**src/rtl/gprf_pkg.sv**
```systemverilog
package gprf_pkg;
  localparam int NPHYS = 16;
  localparam int PIW   = $clog2(NPHYS);
  localparam int LIW   = 3;

  typedef enum logic [1:0] {
    OP_LOAD = 2'b00,
    OP_EXAM = 2'b01,
    OP_DEP  = 2'b10,
    OP_RSVD = 2'b11
  } con_op_e;

  typedef enum logic [1:0] {
    TGT_GPR  = 2'd0,
    TGT_SLIM = 2'd1,
    TGT_PSW  = 2'd2,
    TGT_NONE = 2'd3
  } con_tgt_e;

  localparam int PSW_SET_BIT = 11;
  localparam int PSW_MODE_HI = 15;
  localparam int PSW_MODE_LO = 14;
endpackage

```
**src/rtl/gprf_cpu_map.sv**
```systemverilog
module gprf_cpu_map
  import gprf_pkg::*;
(
  input  logic           set_sel,
  input  logic [1:0]     mode,
  input  logic [LIW-1:0] lidx,
  output logic [PIW-1:0] pidx
);
  always_comb begin
    if (lidx == 3'd7) begin
      pidx = 4'd7;
    end else if (lidx == 3'd6) begin
      unique case (mode)
        2'b00:   pidx = 4'd6;
        2'b01:   pidx = 4'd14;
        default: pidx = 4'd15;
      endcase
    end else begin
      pidx = {set_sel, lidx};
    end
  end
endmodule

```
**src/rtl/gprf_con_decode.sv**
```systemverilog
module gprf_con_decode
  import gprf_pkg::*;
#(
  parameter int            AW       = 22,
  parameter logic [AW-1:0] WIN_BASE = 22'o17777700
)(
  input  logic [AW-1:0]  addr,
  output con_tgt_e       tgt,
  output logic [PIW-1:0] pidx
);
  logic       in_win;
  logic [5:0] off;

  assign in_win = (addr[AW-1:6] == WIN_BASE[AW-1:6]);
  assign off    = addr[5:0];

  always_comb begin
    pidx = off[PIW-1:0];
    tgt  = TGT_NONE;
    if (in_win) begin
      if (off < 6'(NPHYS))          tgt = TGT_GPR;
      else if (off[5:1] == 5'b11110) tgt = TGT_SLIM;
      else if (off[5:1] == 5'b11111) tgt = TGT_PSW;
    end
  end
endmodule

```
**src/rtl/gprf_storage.sv**
```systemverilog
module gprf_storage
  import gprf_pkg::*;
#(
  parameter int DW = 16
)(
  input  logic                       clk,
  input  logic                       rst_n,
  input  logic                       cpu_we,
  input  logic [PIW-1:0]             cpu_idx,
  input  logic [DW-1:0]              cpu_wdata,
  input  logic                       con_we,
  input  logic [PIW-1:0]             con_idx,
  input  logic [DW-1:0]              con_wdata,
  output logic [NPHYS-1:0][DW-1:0]   q
);
  for (genvar i = 0; i < NPHYS; i++) begin : g_reg
    logic con_hit, cpu_hit;
    assign con_hit = con_we && (con_idx == PIW'(i));
    assign cpu_hit = cpu_we && (cpu_idx == PIW'(i));
    always_ff @(posedge clk or negedge rst_n) begin
      if (!rst_n)       q[i] <= '0;
      else if (con_hit) q[i] <= con_wdata;
      else if (cpu_hit) q[i] <= cpu_wdata;
    end
  end

  // a console deposit always lands, whatever the CPU did in that cycle
  assert_console_lands_R11: assert property (@(posedge clk) disable iff (!rst_n)
    con_we |=> (q[$past(con_idx)] == $past(con_wdata)));
endmodule

```
**src/rtl/gpr_bank_file.sv**
```systemverilog
module gpr_bank_file
  import gprf_pkg::*;
#(
  parameter int            DW       = 16,
  parameter int            AW       = 22,
  parameter logic [AW-1:0] WIN_BASE = 22'o17777700
)(
  input  logic          clk,
  input  logic          rst_n,
  input  logic [2:0]    rd_a_idx,
  output logic [DW-1:0] rd_a_data,
  input  logic [2:0]    rd_b_idx,
  output logic [DW-1:0] rd_b_data,
  input  logic          wr_en,
  input  logic [2:0]    wr_idx,
  input  logic [DW-1:0] wr_data,
  input  logic          psw_we,
  input  logic [DW-1:0] psw_wdata,
  output logic [DW-1:0] psw_o,
  output logic [DW-1:0] stk_limit_o,
  input  logic          halted,
  input  logic          con_valid,
  output logic          con_ready,
  input  logic [1:0]    con_op,
  input  logic [AW-1:0] con_addr,
  input  logic [DW-1:0] con_wdata,
  output logic          rsp_valid,
  input  logic          rsp_ready,
  output logic [DW-1:0] rsp_data,
  output logic          rsp_err
);
  localparam int NPORT = 3;

  logic [DW-1:0]            psw_q, slim_q;
  logic [AW-1:0]            addr_q;
  logic [NPHYS-1:0][DW-1:0] regs;
  logic [NPORT-1:0][LIW-1:0] lidx;
  logic [NPORT-1:0][PIW-1:0] pidx;

  assign lidx = {wr_idx, rd_b_idx, rd_a_idx};

  for (genvar p = 0; p < NPORT; p++) begin : g_map
    gprf_cpu_map u_map (
      .set_sel (psw_q[PSW_SET_BIT]),
      .mode    (psw_q[PSW_MODE_HI:PSW_MODE_LO]),
      .lidx    (lidx[p]),
      .pidx    (pidx[p])
    );
  end

  assign rd_a_data = regs[pidx[0]];
  assign rd_b_data = regs[pidx[1]];

  con_tgt_e       tgt;
  logic [PIW-1:0] con_pidx;

  gprf_con_decode #(.AW(AW), .WIN_BASE(WIN_BASE)) u_dec (
    .addr (addr_q),
    .tgt  (tgt),
    .pidx (con_pidx)
  );

  logic    accept, bad_tgt, dep_ok;
  logic    gpr_dep, slim_dep, psw_dep;
  con_op_e op;
  logic [DW-1:0] exam_val;
  logic [DW-1:0] rsp_data_d;
  logic          rsp_err_d;

  assign op        = con_op_e'(con_op);
  assign con_ready = !rsp_valid;
  assign accept    = con_valid && con_ready;
  assign bad_tgt   = (tgt == TGT_NONE);
  assign dep_ok    = accept && (op == OP_DEP) && !bad_tgt && halted;
  assign gpr_dep   = dep_ok && (tgt == TGT_GPR);
  assign slim_dep  = dep_ok && (tgt == TGT_SLIM);
  assign psw_dep   = dep_ok && (tgt == TGT_PSW);

  always_comb begin
    unique case (tgt)
      TGT_GPR:  exam_val = regs[con_pidx];
      TGT_SLIM: exam_val = slim_q;
      TGT_PSW:  exam_val = psw_q;
      default:  exam_val = '0;
    endcase
  end

  always_comb begin
    rsp_data_d = '0;
    rsp_err_d  = 1'b0;
    unique case (op)
      OP_LOAD: ;
      OP_EXAM: begin
        rsp_err_d  = bad_tgt;
        rsp_data_d = bad_tgt ? '0 : exam_val;
      end
      OP_DEP:  rsp_err_d = bad_tgt || !halted;
      default: rsp_err_d = 1'b1;
    endcase
  end

  gprf_storage #(.DW(DW)) u_store (
    .clk       (clk),
    .rst_n     (rst_n),
    .cpu_we    (wr_en),
    .cpu_idx   (pidx[2]),
    .cpu_wdata (wr_data),
    .con_we    (gpr_dep),
    .con_idx   (con_pidx),
    .con_wdata (con_wdata),
    .q         (regs)
  );

  always_ff @(posedge clk or negedge rst_n) begin
    if (!rst_n) begin
      psw_q     <= '0;
      slim_q    <= '0;
      addr_q    <= '0;
      rsp_valid <= 1'b0;
      rsp_data  <= '0;
      rsp_err   <= 1'b0;
    end else begin
      if (psw_dep)     psw_q <= con_wdata;
      else if (psw_we) psw_q <= psw_wdata;
      if (slim_dep)    slim_q <= con_wdata;
      if (accept && op == OP_LOAD) addr_q <= con_addr;
      if (accept) begin
        rsp_valid <= 1'b1;
        rsp_data  <= rsp_data_d;
        rsp_err   <= rsp_err_d;
      end else if (rsp_ready) begin
        rsp_valid <= 1'b0;
      end
    end
  end

  assign psw_o       = psw_q;
  assign stk_limit_o = slim_q;

  assert_rsp_follows_accept_R12: assert property (@(posedge clk) disable iff (!rst_n)
    (con_valid && con_ready) |=> rsp_valid);

  assert_rsp_held_R12: assert property (@(posedge clk) disable iff (!rst_n)
    (rsp_valid && !rsp_ready) |=> (rsp_valid && $stable(rsp_data) && $stable(rsp_err)));

  assert_err_zero_data_R10: assert property (@(posedge clk) disable iff (!rst_n)
    (rsp_valid && rsp_err) |-> (rsp_data == '0));

  assert_psw_frozen_running_R9: assert property (@(posedge clk) disable iff (!rst_n)
    (!halted && !psw_we) |=> $stable(psw_o));
endmodule

```
**config.mk**
```make
export PLATFORM = sky130hd
export DESIGN_NAME = gpr_bank_file
export DESIGN_NICKNAME = d
export VERILOG_FILES = /design/src/rtl/gprf_pkg.sv /design/src/rtl/gprf_cpu_map.sv /design/src/rtl/gprf_con_decode.sv /design/src/rtl/gprf_storage.sv /design/src/rtl/gpr_bank_file.sv
export SDC_FILE = /design/constraint.sdc
export NUM_CORES = 1
export LEC_CHECK = 0
export BUFFER_PORTS_ARGS = -buffer_cell sky130_fd_sc_hd__buf_4
export CELL_PAD_IN_SITES_DETAIL_PLACEMENT = 0
export CELL_PAD_IN_SITES_GLOBAL_PLACEMENT = 1
export CORE_AREA = 2 2 255 232
export DETAILED_ROUTE_END_ITERATION = 12
export DIE_AREA = 0 0 257 234
export PLACE_DENSITY_LB_ADDON = 0.1
export SYNTH_ARGS = -nofsm -noshare
export SYNTH_HDL_FRONTEND = slang
export SYNTH_SLANG_ARGS = --single-unit
export TNS_END_PERCENT = 10
```
**constraint.sdc**
```tcl
create_clock -name clk -period 2.5 [get_ports clk]
set_clock_uncertainty 0.2 [all_clocks]
set_input_delay 0.25 -clock clk [delete_from_list [all_inputs] [get_ports clk]]
set_output_delay 0.25 -clock clk [all_outputs]
set_load 0.01 [all_outputs]
```
==> reports/results.txt, run 1 <==
Drt pass-1 iters: 5
Die area: 60,100 um2
Reg2Reg Capture Point: rsp_data[8]
Setup TNS: -9140 ps
Fill count: 5,012
Cells after DPL: 2,718
Critical path fanouts, max: 6
HP Class: in2async
Root Buffer: clkbuf_16
Avg Inst Size Synth: 12.7 um2
Period utilization: 115%
Crit Path Category: reg2out
IO Port Bufs: 170
RD Place Congestion: 0.868
Slew headroom: 64.1%
Core area: 57,700 um2
Max Cap Viol: 0
Setup crit end kind: output port
Sequential area share after synthesis: 35.9%
Share of layout cells above drive strength 1: 61.6%
Req. time, crit path: 2050 ps
Final nets: 2,181
Clk_lat worst skew: 580 ps
Crit path buffers/inverters: 3
Worst Setup EP: rd_b_data[7]
Non-filler instance count after layout: 2,895
Routed via count: 18.0k
Warnings from Yosys: 0
LEAKAGE: 0.0121 uW
GR Overflow Total: 0
CP startpoint: psw_o[14]
CTS Buf Count: 41
Synth cell types: 51
Synth Net Count: 1,883
Area Growth Syn to Fin: 26.4%
Vias in the first global route: 17.8k
TritonCTS clock tree: built
Worst R2R Path Depth: 5
Starting Density: 39.6%
Global Route Usage Sum: 29.9%
Clock Sinks: 328
Post-Syn Instances: 1,795
Worst path depth: 7
Setup-failing EPs final: 32
CP Data Arrival Time: 2410 ps
Largest net degree at the start of global routing: 71
DPL Wire Length: 59,700 um
Final WL: 91,000 um
H-tree levels: 2
Failing checks: negative setup slack
Most common cell after layout, fill and taps aside: mux2_2
Setup slack after layout: -364 ps
First-pass GRT wire length: 130,000 um
DR iter-0 viols: 1,490
Die height: 234 um
CP delay by family, top: compound AO/OA/AOI/OAI gates
Initial antenna violation count: 4
Longest Clk Path Bufs: 3
Slowest-stage cell, CP: dfrtp_1
Async SR Flop Fraction: 100%
Maximum vdd drop: 0.553 mV
Most frequent cells in the layout: mux2_2, dfrtp_1, buf_4
Cells along the critical path: buf_6 -> o211ai_1 -> a2bb2oi_2 -> buf_6 -> o221ai_2 -> o22ai_2 -> buf_6
Register-to-register setup slack: 110 ps
WL per Instance: 31.4 um
Io pins: 171
Most frequent CP cell: buf_6
Minimum clock period: 2860 ps
Clock slew at reported path FFs: 60 ps
Vias per cell: 6.22
DRC errors left: 0
Status: finished with violations
Crit path largest cell delay: 410 ps
Core Rows: 84
Post-synth top flop: dfrtp_1
F_max: 349 MHz
Die W: 257 um
Startpoint Class: flop
Number of synthesized flops with an enable pin: 0
Reg2reg start: addr_q[0]
Final ANT Viol Nets: 0
P per Cell Area: 778 nW/um2
Post-Syn Area: 22,800 um2
Hold Fails Final Rpt: 0
Measured slew at the worst slew-check pin: 538 ps
RSZ-0062 raised after global routing: true
Final max-slew violation count: 0
Register bit total from synthesis: 328
## layer usage
metal	GRT usage, %	up-vias	wire length [um]
met5	0	-	11
met4	9.03	2	2730
met3	5.58	167	6860
met2	46.1	792	40700
met1	42.7	9420	40700
li1	-	7632	-
## how the worst min path moves through the flow
stage	end	slack, ps	depth (start not counted)
after global routing	u_store.q[209]	30	2
after CTS	u_store.q[209]	3	2
final	u_store.q[209]	3	2
after floorplan	addr_q[0]	-250	0
after detailed placement	u_store.q[193]	20	1
after global placement	u_store.q[193]	10	1
## final cells by class
class | count | area (um2) | share of cell area [%]
Multi-Input combinational cell | 1250 | 14100 | 48.8
Sequential cell | 328 | 8220 | 28.5
Timing Repair Buffer | 446 | 4230 | 14.6
Clock buffer | 56 | 1120 | 3.89
Tap cell | 774 | 968 | 3.35
Clock inverter | 14 | 155 | 0.537
Inverter | 26 | 97.6 | 0.338
Antenna cell | 1 | 2.50 | 0.00867
## cells by family after synthesis
logic type | Yosys count | synth area share [%]
multiplexers | 803 | 45.7
AND/OR/NAND/NOR | 181 | 5.50
flip-flops | 328 | 35.9
buffers and inverters | 217 | 4.29
AO/OA/AOI/OAI | 266 | 8.55
## Yosys cell counts (all sizes together) (2+ instances only)
| master | count | area, um2 |
|---|---|---|
| inv | 26 | 97.6 |
| mux4 | 128 | 2880 |
| nor2 | 15 | 66.3 |
| mux2 | 648 | 7300 |
| nor3 | 3 | 15.0 |
| o221ai | 23 | 201 |
| mux2i | 27 | 270 |
| a211o | 30 | 263 |
| o22ai | 32 | 200 |
| nor4 | 2 | 42.5 |
| o211ai | 18 | 135 |
| buf | 74 | 444 |
| and3 | 2 | 12.5 |
| clkbuf | 117 | 439 |
| nand3b | 4 | 30.0 |
| nand2b | 8 | 50.1 |
| a21oi | 2 | 10.0 |
| a211oi | 22 | 165 |
| a32oi | 15 | 131 |
| nor2b | 87 | 544 |
| and2 | 3 | 18.8 |
| o311ai | 30 | 263 |
| a31oi | 32 | 200 |
| nand4 | 22 | 277 |
| and3b | 2 | 17.5 |
| a2bb2oi | 2 | 17.5 |
| o21ai | 45 | 225 |
| dfrtp | 328 | 8210 |
| a311o | 8 | 80.1 |
| and4b | 2 | 20.0 |
| nand3 | 17 | 85.1 |
| nand2 | 8 | 30.0 |
| nor3b | 4 | 30.0 |
## per-stage QoR
stage | hold WS [ps] | area [um2] | utilization, % | setup slack [ps] | total power (uW)
after global placement | 13.3 | 26100 | 45.2 | -35.5 | 15800
final | 3.02 | 28900 | 50.0 | -364 | 22500
after floorplan | -246 | 22800 | - | 75.7 | 12900
after CTS | 2.83 | 28600 | 49.5 | -366 | 22300
after detailed placement | 16.2 | 26100 | 45.2 | -52.3 | 16000
after global routing | 26.6 | 28900 | 50.0 | -396 | 23400
## state kept, by name (all words and copies together), names as in the netlist
| register | count |
|---|---|
| rsp_valid | 1 |
| rsp_err | 1 |
| u_store.q | 256 |
| psw_o | 16 |
| stk_limit_o | 16 |
| rsp_data | 16 |
| addr_q | 22 |
## repair_timing
item | in CTS | in global routing
setup endpoints to repair | 32 | 37
resized for setup | 47 | 66
cloned | 5 | 1
endpoints found under the hold margin | 640 | 0
pin swaps | 20 | 45
hold buffers | 74 | 0
buffers inserted | 16 | 13
## where the power goes
part / switching, uW / internal [uW] / leakage [uW]
clock network: 2490 / 3440 / 0.000630
logic: 3590 / 4950 / 0.00739
registers: 1450 / 6560 / 0.00407
total: 7530 / 14900 / 0.0121
(Power assumes the default switching activity.)
==> inputs of run 2 (changes only) <==
Settings changed: TNS_END_PERCENT 10 to unset.
==> run 2 against run 1 <==
Compared with the run above:
- the flow still finishes with violations (negative setup slack)
- critical path depth grew 1
- worst setup slack improved by 7.8 ps
- wire length grew 0.18%
- worst hold slack got worse by 2.3 ps
- count of clock-buffer cells in the layout did not move
- critical path type unchanged
- sequential cell count unchanged
- non-clock buffer count up 4
- first-iteration DRC count is 1.7% higher
- sequential share of layout area down 0.21 points
- clock power about the same
- highest routed layer unchanged
- die area stayed put
- utilization is 0.37 points higher
==> reports/results.txt, run 2 (synthesis results as in run 1) <==
Clock Sinks: 328 (unchanged)
Crit Path Category: reg2out
Final WL: 91,100 um (+0.18%)
Most frequent CP cell: buf_12
IO Port Bufs: 170 (unchanged)
Final Cell Area: 29,100 um2 (+0.74%)
CP Data Arrival Time: 2410 ps (about the same)
DPL Wire Length: 59,700 um (unchanged)
Post-DP Area: 26,100 um2 (unchanged)
CTS Buf Count: 41 (unchanged)
Met3 wire length: 6750 um (-1.6%)
Setup TNS: -8600 ps (+539 ps)
Critical path fanouts, max: 7 (+1)
WL per Instance: 31.4 um (about the same)
HP Class: in2async
Hold Fails Final Rpt: 0 (unchanged)
Sw frac: 33.6% (+0.063 points)
Die height: 234 um (unchanged)
Status: finished with violations
Met1 WL: 40,600 um (-0.10%)
Io pins: 171 (unchanged)
Root Buffer: clkbuf_16
TritonCTS clock tree: built
Setup-failing EPs final: 32 (unchanged)
Cells along the critical path: buf_12 -> a31oi_4 -> buf_6 -> buf_12 -> mux2i_1 -> a311o_1 -> o21ai_2 -> buf_4
Starting Density: 39.6% (unchanged)
LEAKAGE: 0.0121 uW (+0.50%)
Measured slew at the worst slew-check pin: 523 ps (-15.0 ps)
P per Cell Area: 776 nW/um2 (-0.25%)
Most frequent cells in the layout: mux2_2, dfrtp_1, buf_4
Minimum clock period: 2860 ps (-7.78 ps)
Clock slew at reported path FFs: 60 ps (about the same)
Max reg flops: 256 (unchanged)
GR Overflow Total: 0 (unchanged)
Comb power frac: 38.3% (+0.3 points)
Failing checks: negative setup slack
CP delay by family, top: buffers and inverters
F_max: 350 MHz (+0.27%)
Startpoint Class: flop
Core Rows: 84 (unchanged)
Max Cap Viol: 0 (unchanged)
Core area: 57,700 um2 (unchanged)
First-pass GRT wire length: 131,000 um (+0.21%)
Share of layout cells above drive strength 1: 62.9% (+1.2 points)
Slew headroom: 64.1% (about the same)
Initial antenna violation count: 4 (unchanged)
Maximum vdd drop: 0.555 mV (+0.24%)
DP Worst Slack: -52.3 ps (unchanged)
Clock power frac: 26.2% (-0.2 points)
Clk_lat worst skew: 590 ps (about the same)
Final nets: 2,185 (+0.18%)
Die area: 60,100 um2 (unchanged)
Longest Clk Path Bufs: 3 (unchanged)
Largest net degree at the start of global routing: 71 (unchanged)
Top Registers: u_store.q x256, addr_q x22
Global Route Usage Sum: 29.9% (+0.064 points)
Min Hold Slack: 0.688 ps (-2.33 ps)
H-tree levels: 2 (unchanged)
Die W: 257 um (unchanged)
Routed via count: 18.0k (+0.17%)
Internal power: 15,000 uW (+0.39%)
Area Growth Syn to Fin: 27.3%
Register-to-register setup slack: 90 ps (-20 ps)
Final ANT Viol Nets: 0 (unchanged)
Crit path buffers/inverters: 4 (+1)
Crit path largest cell delay: 470 ps (+60 ps)
Fill count: 4,971 (-0.82%)
Drt pass-1 iters: 5 (unchanged)
Slowest-stage cell, CP: dfrtp_2
Net Switching: 7580 uW (+0.68%)
DR iter-0 viols: 1,516 (+1.7%)
Req. time, crit path: 2050 ps (about the same)
Vias in the first global route: 17.8k (+0.17%)
Final max-slew violation count: 0 (unchanged)
RSZ-0062 raised after global routing: true
DRC errors left: 0 (unchanged)
Most common cell after layout, fill and taps aside: mux2_2
Setup crit end kind: output port
Register with the most flip-flops: u_store.q
Seq pwr share: 35.5% (about the same)
Period utilization: 114% (-0.31 points)
Vias per cell: 6.22 (about the same)
Setup slack after layout: -356 ps (+7.78 ps)
Met2 Routed Length: 41,100 um (+1.2%)
RD Place Congestion: 0.868 (unchanged)
DR top layer: met5
-- run 2: changes by cell type in the layout (fill, tap and decap cells not counted), sizes merged --
cell / previous run / this run
buf: 371 / 375
-- run 2: path summary, 6_finish.rpt --
kind / cells after the start / from / to
min in group clk: 3 / wr_data[1] / u_store.q[209]
max in group asynchronous: 3 / rst_n / u_store.q[21]
max reg2reg: 5 / addr_q[0] / rsp_data[8]
min reg2reg: 1 / addr_q[20] / addr_q[20]
min: 2 / rst_n / u_store.q[209]
max: 8 / psw_o[15] / rd_b_data[1]
-- run 2: area by class of cell --
type                       count  area, um2  share of cell area, %
multi-input combinational   1250      14200                   49.0
sequential                   328       8220                   28.3
timing repair buffer         450       4280                   14.7
clock buffer                  56       1120                   3.86
tap                          774        968                   3.33
clock inverter                14        155                  0.533
inverter                      26       97.6                  0.335
antenna                        1       2.50                0.00860
-- run 2: through the flow --
stage	total power, uW	instances	util (%)
6_report	22600	2899	50.4
3_3_place_gp	15800	2718	45.2
2_1_floorplan	12900	1795	-
4_1_cts	22400	2884	49.7
5_1_grt	23600	2898	50.4
3_5_place_dp	16000	2718	45.2
-- run 2: metal layers --
metal  global-route usage (%)  vias to the layer above
met5                        0                        -
met4                     9.12                        2
met3                     5.49                      165
met2                     46.2                      763
met1                     42.9                     9469
li1                         -                     7645
-- run 2: repair_timing --
action,in CTS,in global routing
resized for setup,85,78
endpoints found under the setup margin,32,37
cloned,5,1
endpoints found under the hold margin,640,0
hold buffers,74,0
setup buffers,17,16
pin swaps,48,41
-- run 2: power by group through the flow --
stage                     logic, uW  registers (uW)  clock network [uW]
final                          8650            8010                5920
after global routing           9160            8140                6250
after CTS                      8390            7920                6050
after detailed placement       7960            8010                   0
after global placement         7850            7970                   0
after floorplan                5530            7370                   0
-- run 2: worst reg2reg max path, stage by stage, from the launching register on --
cell and delay (ps):
dfrtp_4 550, buf_4 350, mux4_2 570, mux2i_1 350, buf_4 200, o211ai_1 70
==> inputs of run 3 (changes only) <==
Settings changed: CTS_BUF_LIST set to sky130_fd_sc_hd__clkbuf_2.
==> run 3 against run 2 <==
Compared with the run above:
- first-iteration DRC count increased by 1.5%
- design area increased by 2.7%
- maximum frequency decreased by 17%
- critical path type unchanged
- the run still ends with negative setup slack left
- via count increased by 4.9%
- utilization increased by 1.3 points
- combinational power increased by 2.8%
==> reports/results.txt, run 3 (synthesis results as in run 1) <==
Max Cap Viol: 0 (unchanged)
Startpoint Class: flop
Initial antenna violation count: 6 (+2)
Final nets: 2,348 (+7.5%)
Core area: 57,700 um2 (unchanged)
Status: finished with violations
DR iter-0 viols: 1,539 (+1.5%)
Sw frac: 36.7% (+3.1 points)
Final Util: 51.8% (+1.3 points)
Most frequent cells in the layout: mux2_2, dfrtp_1, buf_4
Die W: 257 um (unchanged)
Final ANT Viol Nets: 0 (unchanged)
Period utilization: 138% (+24 points)
Final WL: 93,800 um (+3.0%)
Setup-failing EPs final: 33 (+3.1%)
RSZ-0062 raised after global routing: true
WL per Instance: 30.2 um (-3.8%)
TritonCTS clock tree: built
Final max-slew violation count: 0 (unchanged)
Setup slack after layout: -955 ps (-599 ps)
Most common cell after layout, fill and taps aside: mux2_2
DPL Wire Length: 59,700 um (unchanged)
Register with the most flip-flops: u_store.q
Drt pass-1 iters: 5 (unchanged)
Vias per cell: 6.10 (-2.1%)
Core Rows: 84 (unchanged)
Vias in the first global route: 18.9k (+6.0%)
Global Route Usage Sum: 31.0% (+1.0 points)
DRC errors left: 0 (unchanged)
Critical path fanouts, max: 6 (-1)
CTS Buf Count: 97 (+140%)
Hold Fails Final Rpt: 0 (unchanged)
Clk_lat worst skew: 1180 ps (+590 ps)
Worst R2R Path Depth: 5 (unchanged)
Longest Clk Path Bufs: 3 (unchanged)
P per Cell Area: 708 nW/um2 (-8.8%)
Routed via count: 18.9k (+4.9%)
Clock slew at reported path FFs: 100 ps (+40 ps)
Clock Sinks: 328 (unchanged)
Hold_sp: con_op[1]
CP Data Arrival Time: 3010 ps (+600 ps)
Register-to-register setup slack: 20 ps (-70 ps)
First-pass GRT wire length: 135,000 um (+3.4%)
Top Registers: u_store.q x256, addr_q x22
Slew headroom: 32.1% (-32 points)
Maximum vdd drop: 0.363 mV (-34%)
Net Switching: 7750 uW (+2.2%)
HP Class: in2reg
Internal power: 13,400 uW (-11%)
Crit Path Category: reg2out
Clock power frac: 20.1% (-6.1 points)
RD Place Congestion: 0.868 (unchanged)
Measured slew at the worst slew-check pin: 1010 ps (+491 ps)
Largest net degree at the start of global routing: 71 (unchanged)
Worst Hold End: rsp_data[15]
Comb power frac: 42.1% (+3.8 points)
Reg2reg start: addr_q[0]
Starting Density: 39.6% (unchanged)
H-tree levels: 3 (+1)
IO Port Bufs: 170 (unchanged)
Reg2Reg Capture Point: rsp_data[8]
Minimum clock period: 3460 ps (+599 ps)
Req. time, crit path: 2050 ps (about the same)
Root Buffer: clkbuf_2
Min Hold Slack: 170 ps (+169 ps)
GR Overflow Total: 0 (unchanged)
Die height: 234 um (unchanged)
Hold Path Cell Cnt: 7
Failing checks: negative setup slack
Die area: 60,100 um2 (unchanged)
Setup crit end kind: output port
F_max: 289 MHz (-17%)
Max reg flops: 256 (unchanged)
Seq pwr share: 37.9% (+2.4 points)
Share of layout cells above drive strength 1: 61.3% (-1.5 points)
Io pins: 171 (unchanged)
Area Growth Syn to Fin: 30.7%
LEAKAGE: 0.0126 uW (+4.0%)
-- run 3: changes by cell type in the layout (fill, tap and decap cells not counted), moves of 4 or more --
| cell | change |
|---|---|
| clkbuf_16 | -41 |
| buf_6 | +4 |
| o22ai_4 | +5 |
| dlygate4sd3_1 | +106 |
| clkbuf_1 | -11 |
| clkinv_2 | -4 |
| clkbuf_2 | +139 |
| diode_2 | +5 |
| o221ai_2 | -4 |
| clkbuf_8 | -4 |
| clkinv_1 | +15 |
| buf_4 | -6 |
| o22ai_2 | -5 |
-- run 3: power groups by stage --
stage,clock (uW),combinational [uW],sequential [uW]
2_1_floorplan,0,5530,7370
3_3_place_gp,0,7850,7970
3_5_place_dp,0,7960,8010
4_1_cts,4400,8550,7900
5_1_grt,4680,9420,8140
6_report,4240,8890,8010
-- run 3: what timing repair did --
action / 4_1_cts / 5_1_grt
pin swaps: 47 / 38
resized for setup: 89 / 97
hold endpoints to repair: 656 / 0
hold buffers: 181 / 0
endpoints found under the setup margin: 34 / 71
buffers inserted: 18 / 17
gates cloned: 5 / 1
-- run 3: area by class of cell --
| type | count | area [um2] |
|---|---|---|
| fill | 5008 | 27800 |
| multi-input combinational | 1250 | 14300 |
| sequential | 328 | 8220 |
| timing repair buffer | 557 | 5400 |
| tap | 774 | 968 |
| clock buffer | 139 | 696 |
| clock inverter | 24 | 153 |
| inverter | 26 | 97.6 |
| antenna | 6 | 15.0 |
-- run 3: per-layer routing --
metal	global-route usage, %	share of wire, %	vias to the layer above
li1	-	-	8032
met1	43.4	44	9813
met2	47.8	45	897
met3	7.08	8.0	180
met4	9.59	3.0	0
met5	0	0	-
-- run 3: how the worst max path moves through the flow --
stage	endpoint	cells past startpoint	start
floorplan	rd_a_data[10]	7	psw_o[15]
CTS	rd_a_data[7]	7	psw_o[15]
finish	rd_b_data[1]	8	psw_o[14]
global route	rd_a_data[1]	9	psw_o[15]
detailed placement	rd_b_data[7]	7	rd_b_idx[1]
global placement	rd_b_data[14]	8	rd_b_idx[0]
-- run 3: worst max-delay path, cell delays in order, from the launching register on --
cell       delay, ps
dfrtp_1          430
buf_6            130
o211ai_1         240
a2bb2oi_2        250
buf_6            200
buf_4            130
a311o_1          200
o21ai_2           90
buf_4            150
-- run 3: stage by stage --
stage               instance area (um2)  total power [uW]  TNS (ps)  worst slack, ps  cells
CTS                               29400             20800    -30880            -1030   3085
global route                      29900             22200    -31230            -1060   3100
global placement                  26100             15800     -43.8            -35.5   2718
floorplan                         22800             12900         0             75.7   1795
finish                            29900             21100    -28040             -955   3104
detailed placement                26100             16000      -148            -52.3   2718
